## config.mk

```make
export PLATFORM = sky130hd
export DESIGN_NAME = sym_fir
export DESIGN_NICKNAME = d
export VERILOG_FILES = /design/src/rtl/sym_fir_pkg.sv /design/src/rtl/sym_fir_taps.sv /design/src/rtl/sym_fir_preadd.sv /design/src/rtl/sym_fir_mac.sv /design/src/rtl/sym_fir_out.sv /design/src/rtl/sym_fir.sv
export SDC_FILE = /design/constraint.sdc
export NUM_CORES = 1
export LEC_CHECK = 0
export BUFFER_PORTS_ARGS = -buffer_cell sky130_fd_sc_hd__buf_2
export CAP_MARGIN = 15
export CORE_MARGIN = 2
export CORE_UTILIZATION = 40
export CTS_CLUSTER_SIZE = 14
export DETAILED_ROUTE_END_ITERATION = 6
export PLACE_DENSITY = 0.59
export SYNTH_ARGS = -nofsm -noshare
export SYNTH_HDL_FRONTEND = slang
export SYNTH_SLANG_ARGS = --single-unit
export TNS_END_PERCENT = 20
```

## constraint.sdc

```tcl
create_clock -name clk -period 7.8 [get_ports clk]
set_input_delay 0.39 -clock clk [delete_from_list [all_inputs] [get_ports clk]]
set_output_delay 0.39 -clock clk [all_outputs]
set_load 0.02 [all_outputs]
```

## src/rtl/sym_fir_pkg.sv

```systemverilog
package sym_fir_pkg;

  // Width of the base coefficient set supplied to the filter.
  localparam int BASE_COEF_W = 16;

  // Reduce a base coefficient to coef_w bits: add half an LSB, then shift right arithmetically.
  function automatic int quant_coef(int base, int coef_w);
    if (coef_w >= BASE_COEF_W) return base;
    return (base + (1 <<< (BASE_COEF_W - coef_w - 1))) >>> (BASE_COEF_W - coef_w);
  endfunction

endpackage

```

## src/rtl/sym_fir_taps.sv

```systemverilog
module sym_fir_taps #(
  parameter int IN_W = 12,
  parameter int TAPS = 7
) (
  input  logic                   clk,
  input  logic                   rst,
  input  logic                   in_valid,
  input  logic signed [IN_W-1:0] in_data,
  output logic                   tap_valid,
  output logic signed [IN_W-1:0] taps [TAPS]
);

  always_ff @(posedge clk) begin
    if (rst) begin
      tap_valid <= 1'b0;
      for (int i = 0; i < TAPS; i++) taps[i] <= '0;
    end else begin
      tap_valid <= in_valid;
      if (in_valid) begin
        taps[0] <= in_data;
        for (int i = 1; i < TAPS; i++) taps[i] <= taps[i-1];
      end
    end
  end

  // history moves only on an accepted sample
  assert_hold_idle_R3: assert property (@(posedge clk) disable iff (rst)
    (!$past(in_valid) && !$past(rst)) |-> $stable(taps[TAPS-1]));

endmodule

```

## src/rtl/sym_fir_preadd.sv

```systemverilog
module sym_fir_preadd #(
  parameter int IN_W = 12,
  parameter int TAPS = 7,
  localparam int HALF  = (TAPS + 1) / 2,
  localparam int NPAIR = TAPS / 2,
  localparam int PRE_W = IN_W + 1
) (
  input  logic                    clk,
  input  logic                    rst,
  input  logic                    tap_valid,
  input  logic signed [IN_W-1:0]  taps [TAPS],
  output logic                    pre_valid,
  output logic signed [PRE_W-1:0] pre [HALF]
);

  always_ff @(posedge clk) begin
    if (rst) pre_valid <= 1'b0;
    else     pre_valid <= tap_valid;
  end

  for (genvar j = 0; j < NPAIR; j++) begin : g_pair
    always_ff @(posedge clk) begin
      if (rst)            pre[j] <= '0;
      else if (tap_valid) pre[j] <= $signed({taps[j][IN_W-1], taps[j]})
                                  + $signed({taps[TAPS-1-j][IN_W-1], taps[TAPS-1-j]});
    end
  end

  if (TAPS % 2 == 1) begin : g_centre
    always_ff @(posedge clk) begin
      if (rst)            pre[NPAIR] <= '0;
      else if (tap_valid) pre[NPAIR] <= $signed({taps[NPAIR][IN_W-1], taps[NPAIR]});
    end
  end

endmodule

```

## src/rtl/sym_fir_mac.sv

```systemverilog
module sym_fir_mac #(
  parameter int IN_W   = 12,
  parameter int TAPS   = 7,
  parameter int COEF_W = 16,
  parameter int BASE_COEF [TAPS] = '{-1200, 3000, 16000, 29936, 16000, 3000, -1200},
  localparam int HALF   = (TAPS + 1) / 2,
  localparam int PRE_W  = IN_W + 1,
  localparam int PROD_W = PRE_W + COEF_W,
  localparam int ACC_W  = PROD_W + $clog2(HALF)
) (
  input  logic                    clk,
  input  logic                    rst,
  input  logic                    pre_valid,
  input  logic signed [PRE_W-1:0] pre [HALF],
  output logic                    acc_valid,
  output logic signed [ACC_W-1:0] acc
);

  logic                     prod_valid;
  logic signed [PROD_W-1:0] prod [HALF];
  logic signed [ACC_W-1:0]  acc_c;

  for (genvar j = 0; j < HALF; j++) begin : g_mul
    localparam logic signed [COEF_W-1:0] C =
      COEF_W'(sym_fir_pkg::quant_coef(BASE_COEF[j], COEF_W));
    always_ff @(posedge clk) begin
      if (rst)            prod[j] <= '0;
      else if (pre_valid) prod[j] <= pre[j] * C;
    end
  end

  always_comb begin
    acc_c = '0;
    for (int j = 0; j < HALF; j++) acc_c = acc_c + ACC_W'(prod[j]);
  end

  always_ff @(posedge clk) begin
    if (rst) begin
      prod_valid <= 1'b0;
      acc_valid  <= 1'b0;
      acc        <= '0;
    end else begin
      prod_valid <= pre_valid;
      acc_valid  <= prod_valid;
      if (prod_valid) acc <= acc_c;
    end
  end

endmodule

```

## src/rtl/sym_fir_out.sv

```systemverilog
module sym_fir_out #(
  parameter int ACC_W = 31,
  parameter int OUT_W = 14,
  parameter int SHIFT = 14
) (
  input  logic                    clk,
  input  logic                    rst,
  input  logic                    acc_valid,
  input  logic signed [ACC_W-1:0] acc,
  output logic                    out_valid,
  output logic signed [OUT_W-1:0] out_data
);

  localparam logic signed [ACC_W:0] HALF_LSB = (ACC_W+1)'(1) <<< (SHIFT - 1);
  localparam logic signed [ACC_W:0] MAX_V    = (ACC_W+1)'((1 <<< (OUT_W - 1)) - 1);
  localparam logic signed [ACC_W:0] MIN_V    = -MAX_V - (ACC_W+1)'(1);

  logic signed [ACC_W:0]   rnd;
  logic signed [ACC_W:0]   scaled;
  logic signed [OUT_W-1:0] clamped;

  always_comb begin
    rnd    = $signed({acc[ACC_W-1], acc}) + HALF_LSB;
    scaled = rnd >>> SHIFT;
    if (scaled > MAX_V)      clamped = {1'b0, {(OUT_W-1){1'b1}}};
    else if (scaled < MIN_V) clamped = {1'b1, {(OUT_W-1){1'b0}}};
    else                     clamped = scaled[OUT_W-1:0];
  end

  always_ff @(posedge clk) begin
    if (rst) begin
      out_valid <= 1'b0;
      out_data  <= '0;
    end else begin
      out_valid <= acc_valid;
      if (acc_valid) out_data <= clamped;
    end
  end

  // outputs are cleared right after a reset edge
  assert_reset_clear_R1: assert property (@(posedge clk)
    $past(rst) |-> (!out_valid && out_data == '0));

  // output value is held between strobes
  assert_out_hold_R3: assert property (@(posedge clk) disable iff (rst)
    (!out_valid && !$past(rst)) |-> $stable(out_data));

endmodule

```

## src/rtl/sym_fir.sv

```systemverilog
module sym_fir #(
  parameter int IN_W   = 12,
  parameter int OUT_W  = 14,
  parameter int COEF_W = 16,
  parameter int TAPS   = 7,
  parameter int BASE_COEF [TAPS] = '{-1200, 3000, 16000, 29936, 16000, 3000, -1200}
) (
  input  logic                    clk,
  input  logic                    rst,
  input  logic                    in_valid,
  input  logic signed [IN_W-1:0]  in_data,
  output logic                    out_valid,
  output logic signed [OUT_W-1:0] out_data
);

  localparam int HALF   = (TAPS + 1) / 2;
  localparam int PRE_W  = IN_W + 1;
  localparam int ACC_W  = PRE_W + COEF_W + $clog2(HALF);
  localparam int SHIFT  = COEF_W - (OUT_W - IN_W);

  if (COEF_W > sym_fir_pkg::BASE_COEF_W || SHIFT < 1) begin : g_bad_cfg
    $error("sym_fir: COEF_W out of supported range");
  end

  logic                    tap_valid, pre_valid, acc_valid;
  logic signed [IN_W-1:0]  taps [TAPS];
  logic signed [PRE_W-1:0] pre  [HALF];
  logic signed [ACC_W-1:0] acc;

  sym_fir_taps #(.IN_W(IN_W), .TAPS(TAPS)) u_taps (
    .clk(clk), .rst(rst), .in_valid(in_valid), .in_data(in_data),
    .tap_valid(tap_valid), .taps(taps)
  );

  sym_fir_preadd #(.IN_W(IN_W), .TAPS(TAPS)) u_preadd (
    .clk(clk), .rst(rst), .tap_valid(tap_valid), .taps(taps),
    .pre_valid(pre_valid), .pre(pre)
  );

  sym_fir_mac #(.IN_W(IN_W), .TAPS(TAPS), .COEF_W(COEF_W), .BASE_COEF(BASE_COEF)) u_mac (
    .clk(clk), .rst(rst), .pre_valid(pre_valid), .pre(pre),
    .acc_valid(acc_valid), .acc(acc)
  );

  sym_fir_out #(.ACC_W(ACC_W), .OUT_W(OUT_W), .SHIFT(SHIFT)) u_out (
    .clk(clk), .rst(rst), .acc_valid(acc_valid), .acc(acc),
    .out_valid(out_valid), .out_data(out_data)
  );

  // Cycles since reset, so the latency check never looks back past reset.
  logic [2:0] since_rst;
  always_ff @(posedge clk) begin
    if (rst)                  since_rst <= '0;
    else if (since_rst != 3'd7) since_rst <= since_rst + 3'd1;
  end

  // one output strobe per accepted sample, five edges later
  assert_latency_R2: assert property (@(posedge clk) disable iff (rst)
    (since_rst >= 3'd5) |-> (out_valid == $past(in_valid, 5)));

endmodule

```

# After elaboration in Yosys (flattened, before gate mapping)
# Memories as Yosys holds them, arrays and structs flattened.
# Cells that the tools add are included.
op_classes:
  add_sub_neg: 7
  mul: 4
  magnitude_cmp: 2
  muxes: 11
  bitwise: 4
ops:
  columns: ["cell", "n"]
  rows:
  - ["26-bit two-way mux", 4]
  - ["13-bit by 8-bit multiplier with 21-bit output, second input constant", 2]
  - ["12-bit by 12-bit adder with 13-bit output", 3]
  - ["31-bit by 15-bit adder with 32-bit output, second input constant", 1]
  - ["30-bit by 29-bit adder with 31-bit output", 1]
  - ["31-bit by 29-bit adder with 31-bit output", 1]
  - ["29-bit by 29-bit adder with 30-bit output", 1]
  - ["14-bit two-way mux", 2]
  - ["12-bit by 12-bit multiplier with 24-bit output, second input constant", 1]
  - ["13-bit by 10-bit multiplier with 23-bit output, second input constant", 1]
  - ["18-bit by 14-bit > comparator with 1-bit output, second input constant", 1]
  - ["18-bit by 14-bit less-than comparator with 1-bit output, second input constant", 1]
  - ["1-bit two-way mux", 5]
  - ["1-bit OR", 4]
word_totals:
  regBits: 185
  ramBits: 104
  inputBits: 15
  elab_cells: 47
  n_memories: 1
memory_table:
  columns: ["name", "words", "word_bits", "read_ports", "rd_ports_with_merged_regs", "write_ports", "line_no", "rtl"]
  rows:
  - ["u_mac.prod", 4, 26, 4, 0, 4, "sym_fir_mac.sv:20", "logic signed [PROD_W-1:0] prod [HALF];"]

# Depth between registers and ports, before layout
depth:
  depth_word: 4
  mapped_depth: 18
  mapped_depth_nobuf: 18

# Modules after synthesis
# From an unflattened synthesis, not the netlist that was laid out.
unflattened:
  hier_cells: 2460
  area_unflattened_um2: 25049.0
by_module_without_submodules:
  columns: ["module", "instances", "cells_each", "area_per_inst_um2"]
  rows:
  - ["sym_fir_mac", 1, 1709, 17774.5]
  - ["sym_fir_preadd", 1, 365, 3315.7]
  - ["sym_fir_taps", 1, 273, 3045.4]
  - ["sym_fir_out", 1, 113, 913.4]

# Worst setup path after synthesis
# OpenSTA, ideal clock, no wires.
synth_path:
  kind: "flip-flop to flip-flop"
  start: "register u_preadd.pre[11] (netlist name)"
  end: "memory u_mac.prod[3][23] (netlist name) (data pin)"
  setup_time_ns: 0.269
  arrival_ns: 4.830
  required_ns: 7.531
  slack_ns: 2.701
  stages_incl_launch_ff: 18
  path_buffers: 0
  synth_period_minus_slack_ns: 5.099
  cell_sequence: "dfxtp_1 ha_1 xor2_1 fa_1 inv_1 fa_1 inv_1 fa_1 inv_1 ha_1 nand3_1 a41o_1 a31oi_1 a41oi_1 a21o_1 a211oi_1 o21a_1 nor3_1"
synth_rtl:
  columns: ["element", "line_no"]
  rows:
  - ["end: declaration", "sym_fir_mac.sv:20"]

==> flow_summary.yaml <==
route:
  wl_per_cell_um: 16.3
  wirelength_mm: 50.8
  drtIter0Drc: 681
  vias: 15500
  antenna_left: 0
  drtPass1Iterations: 5
  remaining_drc_errors: 0
  routed_via_density: 4.97
timing:
  rsz0062_at_grt: "no"
  setup_tns_ns: 0
  maxSlewViolCount: 0
  fmax_ghz: 0.182
  period_minus_slack_ns: 5.51
  fin_worst_skew_ns: 0.0121
  setup_viol: 0
  hold_ws_ns: 0.0561
  relSlewSlack: 0.262
  finalCritPeriodShare: 0.706
  final_hold_viol_count: 0
  worst-slew-pin-transition_ns: 1.10
synthesis:
  yosysSeqAreaShare: 0.257
  yosys_register_bits: 260
  yosysWarnings: 0
  synthArstFlopShare: 0
  synth_most_common_cell: "inv_1"
  synth_edf_count: 88
  synthCells: 2311
  synth_ff_type: "dfxtp_1"
  synth_common_cells: "372 x inv_1, 327 x ha_1, 260 x fa_1"
  synth.distinct_cells: 74
  yosys-top-cells-area: "fa_1 22%, ha_1 17%, dfxtp_1 15%"
  synth_area_per_cell_um2: 10.2
  yosysTopAreaCell: "fa_1"
  synth_area_um2: 23700
  synth.top_cell.area_share: 0.220
  syn_nets: 2913
die:
  die_h_um: 247
  coreArea_um2: 58800
  dieArea_um2: 61100
  initial_core_util: 0.403
  fp.dieW_um: 247
  row_count: 89
  ioPinCount: 30
critical_path:
  arrival_ns: 5.80
  cp_max_fo: 9
  crit_type: "reg -> reg"
  critPathRequiredTime_ns: 8.09
  critPathCaptureType: "flip-flop"
  rr_worst_depth: 18
  critPathLaunchType: "flip-flop"
finish:
  num-nets-final: 2928
  drive_gt1_frac: 0.0481
  syn_to_final_growth_pct: 8.33
  fin_cells: 3120
  diodes: 0
grt:
  grt_use_total: 0.170
  antenna_found_initial: 0
  grt_pass1_vias: 15800
  grt_first_pass_wirelength_mm: 83.6
  grt_max_degree: 102
  grt_overflow_total: 0
cts:
  clock_latency_ns: 0.57
  holdBufCountCts: 0
  clockRootBuffer: "clkbuf_16"
  cts_buffers: 31
  path_clk_slew_ns: 0.06
  postCtsSetupBuffers: 0
  h-tree-depth: 1
  cts_sinks: 260
  postCtsResizedCells: 0
  clock_path_buffers: 3
  cts_tree: "yes"
worst_hold_path:
  min_path_type: "in -> reg"
  whs_path_depth: 3
place:
  dp.cells: 3066
  port_buffers: 29
  gp_congestion: 0.872
  hpwl_mm: 41.6
pwr:
  powerDensity_nw_per_um2: 148
  power.leakage_nw: 12.6
  vdd_drop_max_mv: 0.182
status:
  run_status: "completed"
run:
  cap_viol_max_count: 0
[stage by stage]
stage / cell area [um2] / worst slack (ns) / total power, W / util
after global placement: 24600 / 2.47 / 0.00237 / 0.419
after floorplan: 23700 / 2.70 / 0.00219 / -
after detailed placement: 24600 / 2.29 / 0.00239 / 0.419
after global routing: 25600 / 1.98 / 0.00402 / 0.436
final: 25600 / 2.29 / 0.00380 / 0.436
after CTS: 25600 / 2.28 / 0.00385 / 0.436
[state kept, by name, summed over array words and instances, names as in the netlist]
name                flops
u_taps.taps            84
u_mac.acc_valid         1
u_mac.prod_valid        1
u_mac.prod             88
u_preadd.pre_valid      1
u_out.out_data         14
u_out.out_valid         1
u_preadd.pre           51
u_mac.acc              18
u_taps.tap_valid        1
[cells by family after synthesis]
kind of cell,count (synthesis),share of synthesized area
fa+ha+maj,587,0.393
simple gates,503,0.101
buf+inv,425,0.0681
compound gates,292,0.0840
flops,260,0.257
mux,136,0.0575
xor+xnor,108,0.0400
[layer usage]
layer,track usage,vias up,part of all wire
li1,-,7764,-
met1,0.243,7499,0.49
met2,0.282,203,0.47
met3,0.0167,40,0.029
met4,0.0303,0,0.018
met5,0,-,0
[placed cells by master, fill, tap and decap left out, types with 29 or more instances in the layout]
| master | instances |
|---|---|
| inv_1 | 372 |
| ha_1 | 327 |
| fa_1 | 260 |
| nor2_1 | 253 |
| dfxtp_1 | 171 |
| mux2i_1 | 136 |
| edfxtp_1 | 88 |
| a21oi_1 | 73 |
| xnor2_1 | 61 |
| nand2_1 | 54 |
| o21ai_0 | 51 |
| xor2_1 | 47 |
| clkbuf_16 | 31 |
| nand3_1 | 29 |
[power by group]
group	switching [W]	internal (W)	leakage [nW]
Combinational	0.000480	0.000367	9.75
Clock	0.000578	0.000862	0.501
Sequential	0.0000657	0.00145	2.32
Total	0.00112	0.00268	12.6
[critical path, stage by stage (launching register included)]
cell,delay (ns)
dfxtp_1,0.59
ha_1,0.20
inv_1,0.05
fa_1,0.53
inv_1,0.05
fa_1,0.50
fa_1,0.56
inv_1,0.06
fa_1,0.53
inv_1,0.04
ha_1,0.39
nand3_1,0.16
a41o_1,0.26
a31oi_1,0.35
a41oi_1,0.23
a21o_1,0.23
a211oi_1,0.29
o21a_1,0.15
nor3_1,0.04
[final timing paths]
kind,startpoint,to,slack (ns)
hold / removal,in_data[3],u_taps.taps[75]$_SDFFE_PP0P_,0.06
setup reg to reg,u_preadd.pre[2]$_SDFFE_PP0P_,u_mac.prod[3][23]$_SDFFCE_PN0P_,2.29
setup / recovery,u_preadd.pre[2]$_SDFFE_PP0P_,u_mac.prod[3][23]$_SDFFCE_PN0P_,2.29
hold reg to reg,u_out.out_data[13]$_SDFFE_PP0P_,u_out.out_data[13]$_SDFFE_PP0P_,0.46
[final cells by class]
| cell class | count | area (um2) |
|---|---|---|
| Timing Repair Buffer | 35 | 199 |
| Multi-Input combinational cell | 1626 | 16000 |
| Clock inverter | 15 | 168 |
| Fill cell | 5631 | 33100 |
| Clock buffer | 39 | 846 |
| Tap cell | 773 | 967 |
| Inverter | 372 | 1400 |
| Sequential cell | 260 | 6090 |
(Power assumes the default switching activity.)
